$ cat config.mk
export PLATFORM = sky130hd
export DESIGN_NAME = pwm_shadow_bank
export DESIGN_NICKNAME = d
export VERILOG_FILES = /design/src/rtl/pwm_pkg.sv /design/src/rtl/pwm_regdecode.sv /design/src/rtl/pwm_prescale.sv /design/src/rtl/pwm_chan.sv /design/src/rtl/pwm_shadow_bank.sv
export SDC_FILE = /design/constraint.sdc
export NUM_CORES = 1
export LEC_CHECK = 0
export BUFFER_PORTS_ARGS = -buffer_cell sky130_fd_sc_hd__buf_4
export CORE_MARGIN = 2
export CORE_UTILIZATION = 40
export CTS_CLUSTER_DIAMETER = 60
export DETAILED_ROUTE_END_ITERATION = 7
export PLACE_DENSITY = 0.65
export SLEW_MARGIN = 0
export SYNTH_ARGS = -nofsm -noshare
export SYNTH_HDL_FRONTEND = slang
export SYNTH_SLANG_ARGS = --single-unit
export TNS_END_PERCENT = 5
$ cat constraint.sdc
create_clock -name clk -period 3.2 [get_ports clk]
set_clock_uncertainty 0.1 [all_clocks]
set_input_delay 0 -clock clk [delete_from_list [all_inputs] [get_ports clk]]
set_output_delay 0 -clock clk [all_outputs]
set_load 0.01 [all_outputs]
$ cat src/rtl/pwm_pkg.sv
package pwm_pkg;
  localparam int unsigned REG_AW = 12;
  // word group selectors, taken from bus_addr[11:5]
  localparam logic [6:0] GRP_PERIOD = 7'h20;
  localparam logic [6:0] GRP_HIGH   = 7'h21;
  localparam logic [6:0] GRP_CTRL   = 7'h22;
  localparam int unsigned CTRL_INV_BIT = 5;

  typedef enum logic [1:0] {
    FLD_NONE   = 2'd0,
    FLD_PERIOD = 2'd1,
    FLD_HIGH   = 2'd2,
    FLD_CTRL   = 2'd3
  } fld_e;
endpackage

$ cat src/rtl/pwm_regdecode.sv
module pwm_regdecode
  import pwm_pkg::*;
#(
  parameter int unsigned NUM_CH = 4
) (
  input  logic              bus_wr,
  input  logic [REG_AW-1:0] bus_addr,
  output fld_e              acc_fld,
  output logic [2:0]        acc_ch,
  output logic [NUM_CH-1:0] wr_period,
  output logic [NUM_CH-1:0] wr_high,
  output logic [NUM_CH-1:0] wr_ctrl
);
  logic ch_ok;

  assign acc_ch = bus_addr[4:2];
  assign ch_ok  = (bus_addr[1:0] == 2'b00) && (int'(acc_ch) < NUM_CH);

  always_comb begin
    acc_fld = FLD_NONE;
    if (ch_ok) begin
      case (bus_addr[11:5])
        GRP_PERIOD: acc_fld = FLD_PERIOD;
        GRP_HIGH:   acc_fld = FLD_HIGH;
        GRP_CTRL:   acc_fld = FLD_CTRL;
        default:    acc_fld = FLD_NONE;
      endcase
    end
  end

  for (genvar i = 0; i < NUM_CH; i++) begin : g_strobe
    logic hit;
    assign hit          = bus_wr && (acc_ch == 3'(i));
    assign wr_period[i] = hit && (acc_fld == FLD_PERIOD);
    assign wr_high[i]   = hit && (acc_fld == FLD_HIGH);
    assign wr_ctrl[i]   = hit && (acc_fld == FLD_CTRL);
  end

  always_comb begin
    AST_ONE_TARGET: assert ($onehot0({wr_period, wr_high, wr_ctrl}));
  end
endmodule

$ cat src/rtl/pwm_prescale.sv
module pwm_prescale #(
  parameter int unsigned SEL_W = 2
) (
  input  logic             clk,
  input  logic             rst_n,
  input  logic             tick,
  input  logic             restart,
  input  logic [SEL_W-1:0] sel,
  output logic             stick
);
  localparam int unsigned PRE_W = (1 << SEL_W) - 1;

  logic [PRE_W-1:0] pre_q;
  logic [PRE_W-1:0] wrap_at;

  assign wrap_at = (PRE_W'(1) << sel) - PRE_W'(1);
  assign stick   = tick && (pre_q == wrap_at);

  always_ff @(posedge clk or negedge rst_n) begin
    if (!rst_n)        pre_q <= '0;
    else if (restart)  pre_q <= '0;
    else if (stick)    pre_q <= '0;
    else if (tick)     pre_q <= pre_q + PRE_W'(1);
  end

  AST_PRE_BOUND: assert property (@(posedge clk) disable iff (!rst_n)
    pre_q <= wrap_at);
  AST_PRE_NO_TICK: assert property (@(posedge clk) disable iff (!rst_n)
    (!tick && !restart) |=> $stable(pre_q));
endmodule

$ cat src/rtl/pwm_chan.sv
module pwm_chan #(
  parameter int unsigned CNT_W = 16,
  parameter int unsigned SEL_W = 2
) (
  input  logic             clk,
  input  logic             rst_n,
  input  logic             tick,
  input  logic             wr_period,
  input  logic             wr_high,
  input  logic             wr_ctrl,
  input  logic [CNT_W-1:0] wdata,
  input  logic [SEL_W-1:0] wsel,
  input  logic             winv,
  output logic [CNT_W-1:0] sh_period,
  output logic [CNT_W-1:0] sh_high,
  output logic [SEL_W-1:0] sh_sel,
  output logic             sh_inv,
  output logic             pwm
);
  logic             armed;
  logic [CNT_W-1:0] act_period;
  logic [CNT_W-1:0] act_high;
  logic [SEL_W-1:0] act_sel;
  logic             act_inv;
  logic [CNT_W-1:0] cnt_q;
  logic             running;
  logic             stick;
  logic             last;
  logic             commit;

  assign running = (act_period != '0);
  assign last    = stick && running && (cnt_q == act_period - CNT_W'(1));
  assign commit  = armed && (!running || last);

  pwm_prescale #(.SEL_W(SEL_W)) u_pre (
    .clk     (clk),
    .rst_n   (rst_n),
    .tick    (tick),
    .restart (commit),
    .sel     (act_sel),
    .stick   (stick)
  );

  // shadow copies, written by software at any time
  always_ff @(posedge clk or negedge rst_n) begin
    if (!rst_n) begin
      sh_period <= '0;
      sh_high   <= '0;
      sh_sel    <= '0;
      sh_inv    <= 1'b0;
    end else begin
      if (wr_period) sh_period <= wdata;
      if (wr_high)   sh_high   <= wdata;
      if (wr_ctrl) begin
        sh_sel <= wsel;
        sh_inv <= winv;
      end
    end
  end

  // commit arming: a period write always re-arms
  always_ff @(posedge clk or negedge rst_n) begin
    if (!rst_n)         armed <= 1'b0;
    else if (wr_period) armed <= 1'b1;
    else if (commit)    armed <= 1'b0;
  end

  // active set, loaded only at a commit
  always_ff @(posedge clk or negedge rst_n) begin
    if (!rst_n) begin
      act_period <= '0;
      act_high   <= '0;
      act_sel    <= '0;
      act_inv    <= 1'b0;
    end else if (commit) begin
      act_period <= sh_period;
      act_high   <= sh_high;
      act_sel    <= sh_sel;
      act_inv    <= sh_inv;
    end
  end

  always_ff @(posedge clk or negedge rst_n) begin
    if (!rst_n)                 cnt_q <= '0;
    else if (commit || last)    cnt_q <= '0;
    else if (stick && running)  cnt_q <= cnt_q + CNT_W'(1);
  end

  assign pwm = running && ((cnt_q < act_high) ^ act_inv);

  AST_CNT_IN_RANGE: assert property (@(posedge clk) disable iff (!rst_n)
    running |-> (cnt_q < act_period));
  AST_ACTIVE_HOLD: assert property (@(posedge clk) disable iff (!rst_n)
    !commit |=> ($stable(act_period) && $stable(act_high) &&
                 $stable(act_sel) && $stable(act_inv)));
  AST_COMMIT_WHOLE: assert property (@(posedge clk) disable iff (!rst_n)
    commit |=> (act_period == $past(sh_period) && act_high == $past(sh_high) &&
                act_sel == $past(sh_sel) && act_inv == $past(sh_inv)));
  AST_ARM_CLEAR: assert property (@(posedge clk) disable iff (!rst_n)
    (commit && !wr_period) |=> !armed);
  AST_STOP_LOW: assert property (@(posedge clk) disable iff (!rst_n)
    (commit && sh_period == '0) |=> !pwm);
  AST_FROZEN: assert property (@(posedge clk) disable iff (!rst_n)
    (running && !tick && !commit) |=> ($stable(cnt_q) && $stable(pwm)));
endmodule

$ cat src/rtl/pwm_shadow_bank.sv
module pwm_shadow_bank
  import pwm_pkg::*;
#(
  parameter int unsigned NUM_CH = 4,
  parameter int unsigned CNT_W  = 16,
  parameter int unsigned SEL_W  = 2,
  parameter int unsigned DATA_W = 32
) (
  input  logic              clk,
  input  logic              rst_n,
  input  logic              tick_1us,
  input  logic              bus_wr,
  input  logic [11:0]       bus_addr,
  input  logic [DATA_W-1:0] bus_wdata,
  output logic [DATA_W-1:0] bus_rdata,
  output logic [NUM_CH-1:0] pwm_out
);
  fld_e              acc_fld;
  logic [2:0]        acc_ch;
  logic [NUM_CH-1:0] wr_period;
  logic [NUM_CH-1:0] wr_high;
  logic [NUM_CH-1:0] wr_ctrl;
  logic [CNT_W-1:0]  sh_period [NUM_CH];
  logic [CNT_W-1:0]  sh_high   [NUM_CH];
  logic [SEL_W-1:0]  sh_sel    [NUM_CH];
  logic              sh_inv    [NUM_CH];
  logic              unused_wdata_bits;

  assign unused_wdata_bits = ^bus_wdata[DATA_W-1:CNT_W];

  pwm_regdecode #(.NUM_CH(NUM_CH)) u_dec (
    .bus_wr    (bus_wr),
    .bus_addr  (bus_addr),
    .acc_fld   (acc_fld),
    .acc_ch    (acc_ch),
    .wr_period (wr_period),
    .wr_high   (wr_high),
    .wr_ctrl   (wr_ctrl)
  );

  for (genvar c = 0; c < NUM_CH; c++) begin : g_ch
    pwm_chan #(.CNT_W(CNT_W), .SEL_W(SEL_W)) u_chan (
      .clk       (clk),
      .rst_n     (rst_n),
      .tick      (tick_1us),
      .wr_period (wr_period[c]),
      .wr_high   (wr_high[c]),
      .wr_ctrl   (wr_ctrl[c]),
      .wdata     (bus_wdata[CNT_W-1:0]),
      .wsel      (bus_wdata[SEL_W-1:0]),
      .winv      (bus_wdata[CTRL_INV_BIT]),
      .sh_period (sh_period[c]),
      .sh_high   (sh_high[c]),
      .sh_sel    (sh_sel[c]),
      .sh_inv    (sh_inv[c]),
      .pwm       (pwm_out[c])
    );
  end

  always_comb begin
    bus_rdata = '0;
    for (int i = 0; i < NUM_CH; i++) begin
      if (acc_ch == 3'(i)) begin
        case (acc_fld)
          FLD_PERIOD: bus_rdata = DATA_W'(sh_period[i]);
          FLD_HIGH:   bus_rdata = DATA_W'(sh_high[i]);
          FLD_CTRL: begin
            bus_rdata[SEL_W-1:0]    = sh_sel[i];
            bus_rdata[CTRL_INV_BIT] = sh_inv[i];
          end
          default: bus_rdata = '0;
        endcase
      end
    end
  end

  AST_RESET_LOW: assert property (@(posedge clk) disable iff (!rst_n)
    $rose(rst_n) |-> (pwm_out == '0));
  AST_UNMAPPED_ZERO: assert property (@(posedge clk) disable iff (!rst_n)
    (acc_fld == FLD_NONE) |-> (bus_rdata == '0));
endmodule

==> flow_summary.toml, run 1 <==
[logic_synthesis]
synth-async-reset-ratio = 1.00
syn_avg_cell_area_um2 = 10.6
syn_area_um2 = 20300
synth_enable_flop_cells = 0
syn_inst = 1910
yosysWarnings = 0
ys_types = 84
ys_seq_area_frac = 0.444
ys_ff_latch = 360
synth_flop_cell = "dfrtp_1"

[worst_hold_path]
hold_class = "primary input to asynchronous set/reset pin"

[critical_path]
reg2regPathDepth = 9
crit_path_start_kind = "flip-flop"
critPathKind = "flip-flop to flip-flop"
r2r_start = "g_ch[1].u_chan.act_period[6]$_DFFE_PN0P_"
cp-startpoint = "g_ch[1].u_chan.act_period[6]$_DFFE_PN0P_"
cp.required_ns = 3.53
crit_fanout = 10
cp-end-kind = "flip-flop"
cp.arrival_ns = 3.48
rrSetupSlack_ns = 0.04
reg2reg_to = "g_ch[1].u_chan.act_high[11]$_DFFE_PN0P_"
crit_path_end = "g_ch[1].u_chan.act_high[11]$_DFFE_PN0P_"

[sta]
layout_setup_ws_ns = 0.0411
finalHoldViolCount = 0
drv_slew = 0
tightest_slew_ns = 0.971
setup_viol = 0
post-route-period-util = 0.987
finalCriticalPeriod_ns = 3.16
timing.setup.tns_ns = 0
fmax_mhz = 317
relSlewSlack = 0.353

[cts]
root_buffer = "clkbuf_16"
cts.sinks = 360
cts_inserted_buffers = 40
cts_tree = "done"
clockBufferDepth = 3
insertion_delay_ns = 0.56
clk_pin_slew_ns = 0.06
htree_num_levels = 2

[global_route]
antenna_found_initial = 1
grt_pass1_wl_um = 86300
grt_usage = 0.208
grt_max_degree = 79
grt_pass1_vias = 15116
overflow = 0

[placed_design]
gp_congestion = 0.882
place_hpwl_um = 39600
portBuffers = 51
place_inst = 2626
pre_cts_ws_ns = -0.0775

[job]
maxCapViolCount = 0

[floorplanning]
start_util = 0.405
num_rows = 82
fp.dieH_um = 229
coreArea_um2 = 50200
top_level_ports = 84
die-area_um2 = 52600
die_width_um = 229

[power_and_ir_drop]
p_leak_nw = 11.1
power_density_nw_per_um2 = 439
ir_worst_vdd_mv = 0.331

[detailed_routing]
drc = 0
routedWlPerCell_um = 20.3
drt_pass1_iterations = 5
vias = 15421
viasPerCell = 5.64
dr.first_iter.drc_count = 1017
ant_nets = 0
wirelength_um = 55600

[final_layout]
most-common-layout-cells = "dfrtp_1 (357), mux2_2 (235), buf_4 (145)"
final_common_cell = "dfrtp_1"
diodes = 0
post-route-util = 0.475
area_growth_pct = 17.4
drive_above_1_share = 0.251
nets = 2159
stdcell_count = 2735
fillerInstances = 4570

[status]
outcome = "complete, no violations"
==> final cells by class <==
type / count / area (um^2) / area share
Inverter: 107 / 402 / 0.0168
Sequential cell: 360 / 9010 / 0.378
Clock buffer: 55 / 1150 / 0.0482
Tap cell: 672 / 841 / 0.0353
Clock inverter: 15 / 303 / 0.0127
Timing Repair Buffer: 184 / 1610 / 0.0673
Multi-Input combinational cell: 1342 / 10500 / 0.442
==> worst max-delay path, cell delays in order (launching register included) <==
cell,delay [ns]
dfrtp_2,0.46
or4_4,0.54
o21ai_4,0.18
a21oi_2,0.06
a31o_1,0.19
or4_4,0.56
o41ai_4,0.24
buf_6,0.20
clkbuf_16,0.17
mux2_1,0.32
==> Yosys cell counts, drive strengths merged (18+ instances only) <==
master	count	area [um^2]
dfrtp	360	9010
mux2	249	2800
nand2	118	443
nor2	117	439
inv	106	398
xnor2	87	762
nand3	78	390
ha	76	951
clkbuf	66	248
xor2	64	561
a22oi	61	458
buf	50	345
a21oi	40	200
nand4	39	244
a21o	34	255
nor3	33	165
nor4	25	193
o211ai	25	188
o21ai	24	124
nand2b	20	125
and2	18	114
==> state kept, by name, indices dropped and copies added (netlist names) <==
signal / cells
g_ch.u_chan.act_high: 64
g_ch.u_chan.act_inv: 4
g_ch.u_chan.act_period: 64
g_ch.u_chan.act_sel: 8
g_ch.u_chan.armed: 4
g_ch.u_chan.cnt_q: 64
g_ch.u_chan.sh_high: 64
g_ch.u_chan.sh_inv: 4
g_ch.u_chan.sh_period: 64
g_ch.u_chan.sh_sel: 8
g_ch.u_chan.u_pre.pre_q: 12
==> cell families (layout without fill, tap and decap cells) <==
kind of cell / count (synthesis) / count (layout) / share of synthesized area
flops: 360 / 360 / 0.444
buf+inv: 223 / 361 / 0.0490
other cells: 1 / 16 / 0.000185
simple gates: 528 / 528 / 0.136
fa+ha+maj: 76 / 76 / 0.0468
mux: 263 / 263 / 0.145
compound gates: 308 / 308 / 0.114
xor+xnor: 151 / 151 / 0.0651
==> worst min-delay path by stage <==
stage	cells past startpoint	from	end
2_1_floorplan	0	rst_n	g_ch[0].u_chan.act_high[0]$_DFFE_PN0P_
3_3_place_gp	1	rst_n	g_ch[2].u_chan.cnt_q[2]$_DFFE_PN0P_
3_5_place_dp	1	rst_n	g_ch[2].u_chan.cnt_q[4]$_DFFE_PN0P_
4_1_cts	3	rst_n	g_ch[3].u_chan.act_period[5]$_DFFE_PN0P_
5_1_grt	3	rst_n	g_ch[3].u_chan.sh_high[0]$_DFFE_PN0P_
6_report	3	rst_n	g_ch[3].u_chan.act_high[5]$_DFFE_PN0P_
==> metal layers <==
metal  GRT usage  part of all wire  vias up
met1       0.282              0.44     7825
met3      0.0367             0.062       89
met4      0.0670             0.029        2
met5      0.0110            0.0014        -
met2       0.338              0.47      442
li1            -                 -     7063
==> power by group <==
part	leakage (nW)	internal, mW	total (mW)	switching (mW)
Clock	0.711	3.23	5.11	1.88
Sequential	4.84	4.63	4.75	0.123
Combinational	5.53	0.236	0.591	0.355
==> through the flow <==
stage,hold WS (ns),power (mW),area [um^2]
floorplan,-0.396,5.11,20400
global placement,-0.0952,5.37,21800
detailed placement,-0.0957,5.40,21800
CTS,0.0766,10.5,23600
global route,0.111,10.8,23800
finish,0.0598,10.5,23800
==> timing repair <==
action	CTS	global route
buffers inserted	2	7
hold endpoints to repair	505	0
setup endpoints to repair	56	137
pin swaps	0	3
cloned	1	3
gates resized for setup	4	30
hold buffers	26	0
(Power assumes the default switching activity.)
==> run 2, diff against run 1 <==
Settings changed: ABC_AREA set to 1.
Clock period 3.2 ns to 2.55 ns, I/O delays scaled along.
==> flow_summary.toml, run 2 <==
[detailed_routing]
wirelength_um = 61600
dr.first_iter.drc_count = 1664
ant_nets = 0
drt_pass1_iterations = 6
routedWlPerCell_um = 17.0
viasPerCell = 5.18
drc = 0
vias = 18768

[logic_synthesis]
synth_enable_flop_cells = 0
synth_flop_cell = "dfrtp_1"
ys_types = 53
synthTopCellsByCount = "nand2_1 (807), dfrtp_1 (360), inv_1 (357), nand3_1 (265), nor2_1 (217)"
yosysMostFrequentCell = "nand2_1"
syn_inst = 2802
yosysWarnings = 0
synth_top_cell_area_share = 0.426
synth-async-reset-ratio = 1.00
ys_ff_latch = 360
syn_avg_cell_area_um2 = 7.54
synth_top_cell_by_area = "dfrtp_1"
yosys-top-cells-area = "dfrtp_1 (43%), nand2_1 (14%), inv_1 (6.3%)"
ys_seq_area_frac = 0.426
syn_area_um2 = 21100

[cts]
cts.sinks = 360
cts_tree = "done"
clockBufferDepth = 3
insertion_delay_ns = 0.57
htree_num_levels = 2
root_buffer = "clkbuf_16"
clk_pin_slew_ns = 0.06
cts_inserted_buffers = 43

[sta]
relSlewSlack = 0.509
finalCriticalPeriod_ns = 2.43
fmax_mhz = 411
drv_slew = 0
finalHoldViolCount = 0
hold_slack_ns = 0.101
setup_viol = 0
timing.setup.tns_ns = 0
tightest_slew_ns = 0.736
rsz0062_at_grt = "true"
post-route-period-util = 0.954

[critical_path]
cp.arrival_ns = 2.78
cp.required_ns = 2.90
cp-end-kind = "flip-flop"
cp_cell_sequence = "inv_2 > ha_4 > nand2_4 > nor2_4 > nand2_4 > nor3_4 > nand2_1 > nand2_2 > inv_2 > nor2_1 > nand4_1 > nand2_4 > nand2_8 > clkbuf_16 > nand2_1 > nand2_1"
cp_slowest_cell = "dfrtp_1"
r2r_start = "g_ch[1].u_chan.act_period[0]$_DFFE_PN0P_"
cp_top_family = "simple AND/OR/NAND/NOR gates"
reg2reg_to = "g_ch[1].u_chan.act_sel[0]$_DFFE_PN0P_"
critPathBufInv = 3
reg2regPathDepth = 16
rrSetupSlack_ns = 0.12
max_stage_delay_ns = 0.42
critPathKind = "flip-flop to flip-flop"
crit_path_start_kind = "flip-flop"
crit_fanout = 6

[final_layout]
area_growth_pct = 17.1
stdcell_count = 3625
post-route-util = 0.472
most-common-layout-cells = "nand2_1 (793), inv_1 (348), dfrtp_1 (348)"
drive_above_1_share = 0.118
fillerInstances = 5095
nets = 3031
final_common_cell = "nand2_1"

[power_and_ir_drop]
intPower_mw = 10.0
ir_worst_vdd_mv = 0.368
p_leak_nw = 12.4
power_density_nw_per_um2 = 535
clockPowerShare = 0.471
p_switching_mw = 3.24
pwr-share-comb = 0.074
power_frac_seq = 0.455
switching_share = 0.244

[global_route]
grt_use_met1 = 0.295
grt_max_degree = 69
grt_util_met3 = 0.0461
overflow = 0
grt_pass1_vias = 18211
antenna_found_initial = 1
use_met2 = 0.368
grt_usage = 0.225
busiest_layer = "met2"
grt_pass1_wl_um = 96800

[placed_design]
place_inst = 3495
gp_congestion = 1.04
portBuffers = 51
place_hpwl_um = 44800

[floorplanning]
die_width_um = 234
coreArea_um2 = 52400
fp.dieH_um = 234
num_rows = 84
start_util = 0.403
top_level_ports = 84
die-area_um2 = 54700

[worst_hold_path]
hold_class = "primary input to flip-flop"
hold-path-cell-count = 6
hold_path_end = "g_ch[0].u_chan.sh_high[10]$_DFFE_PN0P_"
worst_hold_startpoint = "bus_addr[3]"

[status]
outcome = "complete, no violations"

[job]
maxCapViolCount = 0
run 2: changes by cell type after synthesis, sizes merged, moves of 24 or more:
cell | previous run | this run
nand2 | 118 | 820
mux2 | 249 | 0
o21ai | 24 | 171
xnor2 | 87 | 39
a22o | 4 | 28
a21o | 34 | 2
nor2 | 117 | 242
xor2 | 64 | 90
inv | 106 | 371
a22oi | 61 | 6
nand3 | 78 | 269
o22ai | 2 | 29
run 2: metal layers:
metal / share of wire / vias to the layer above / routed length [um]
met5: 0 / - / 0
met1: 0.42 / 8912 / 26100
li1: - / 9117 / -
met2: 0.47 / 622 / 28700
met3: 0.079 / 117 / 4840
met4: 0.032 / 0 / 1990
run 2: final cells by class:
class                   count  area (um^2)  area share
diodes                      2         5.00    0.000202
clock buffers              60         1270      0.0514
clock inverters            13          161     0.00652
inverters                 374         1400      0.0567
multi-input cells        1967        10500       0.424
flip-flops and latches    360         9020       0.365
well taps                 688          861      0.0348
repair buffers            161         1530      0.0618
run 2: timing repair:
item / CTS / global route
resized for setup: 8 / 99
setup endpoints to repair: 53 / 233
pin swaps: 0 / 24
endpoints found under the hold margin: 516 / 0
cloned: 0 / 9
setup buffers: 0 / 21
hold buffers: 25 / 0
run 2: tightest hold or removal path: stages:
cell and delay (ns):
buf_4 0.15, nor2_1 0.12, nand3_1 0.20, nor2_2 0.12
nand2_1 0.07, o21ai_0 0.07
run 2: cell families (layout without fill, tap and decap cells):
logic type                 after synthesis  after routing  share of synthesized area
buffers and inverters                  493            608                     0.0988
adders and majority gates               76             76                     0.0450
AOI/OAI and AO/OA                      325            325                     0.0900
DFF                                    360            360                      0.426
other                                    1             18                   0.000177
and+or+nand+nor                       1418           1421                      0.286
xor gates and xnor gates               129            129                     0.0535
run 2: power by group through the flow:
stage          registers [mW]  logic [mW]  clock network (mW)
2_1_floorplan            6.07       0.578                   0
3_3_place_gp             6.11       0.879                   0
3_5_place_dp             6.13       0.922                   0
4_1_cts                  6.02       0.964                6.34
5_1_grt                  6.04        1.12                6.59
6_report                 6.03       0.977                6.23
run 2: through the flow:
step	setup slack [ns]	cell area [um^2]	power, mW
after floorplan	0.395	21200	6.65
after global placement	0.0000298	22400	6.99
after detailed placement	-0.0462	22400	7.05
after CTS	-0.0195	24100	13.3
after global routing	-0.0490	24700	13.7
final	0.118	24700	13.2
run 2: worst max-delay path by stage:
| stage | start | to | slack, ns | cells after the start |
|---|---|---|---|---|
| after floorplan | g_ch[3].u_chan.act_period[0]$_DFFE_PN0P_ | g_ch[3].u_chan.act_period[12]$_DFFE_PN0P_ | 0.39 | 16 |
| after global placement | bus_addr[11] | bus_rdata[1] | 0.00003 | 12 |
| after detailed placement | g_ch[0].u_chan.act_period[0]$_DFFE_PN0P_ | g_ch[0].u_chan.u_pre.pre_q[1]$_DFFE_PN0P_ | -0.05 | 14 |
| after CTS | g_ch[3].u_chan.cnt_q[1]$_DFFE_PN0P_ | pwm_out[3] | -0.02 | 10 |
| after global routing | g_ch[1].u_chan.act_period[0]$_DFFE_PN0P_ | g_ch[1].u_chan.act_high[7]$_DFFE_PN0P_ | -0.05 | 16 |
| final | g_ch[1].u_chan.act_period[0]$_DFFE_PN0P_ | g_ch[1].u_chan.act_sel[0]$_DFFE_PN0P_ | 0.12 | 16 |
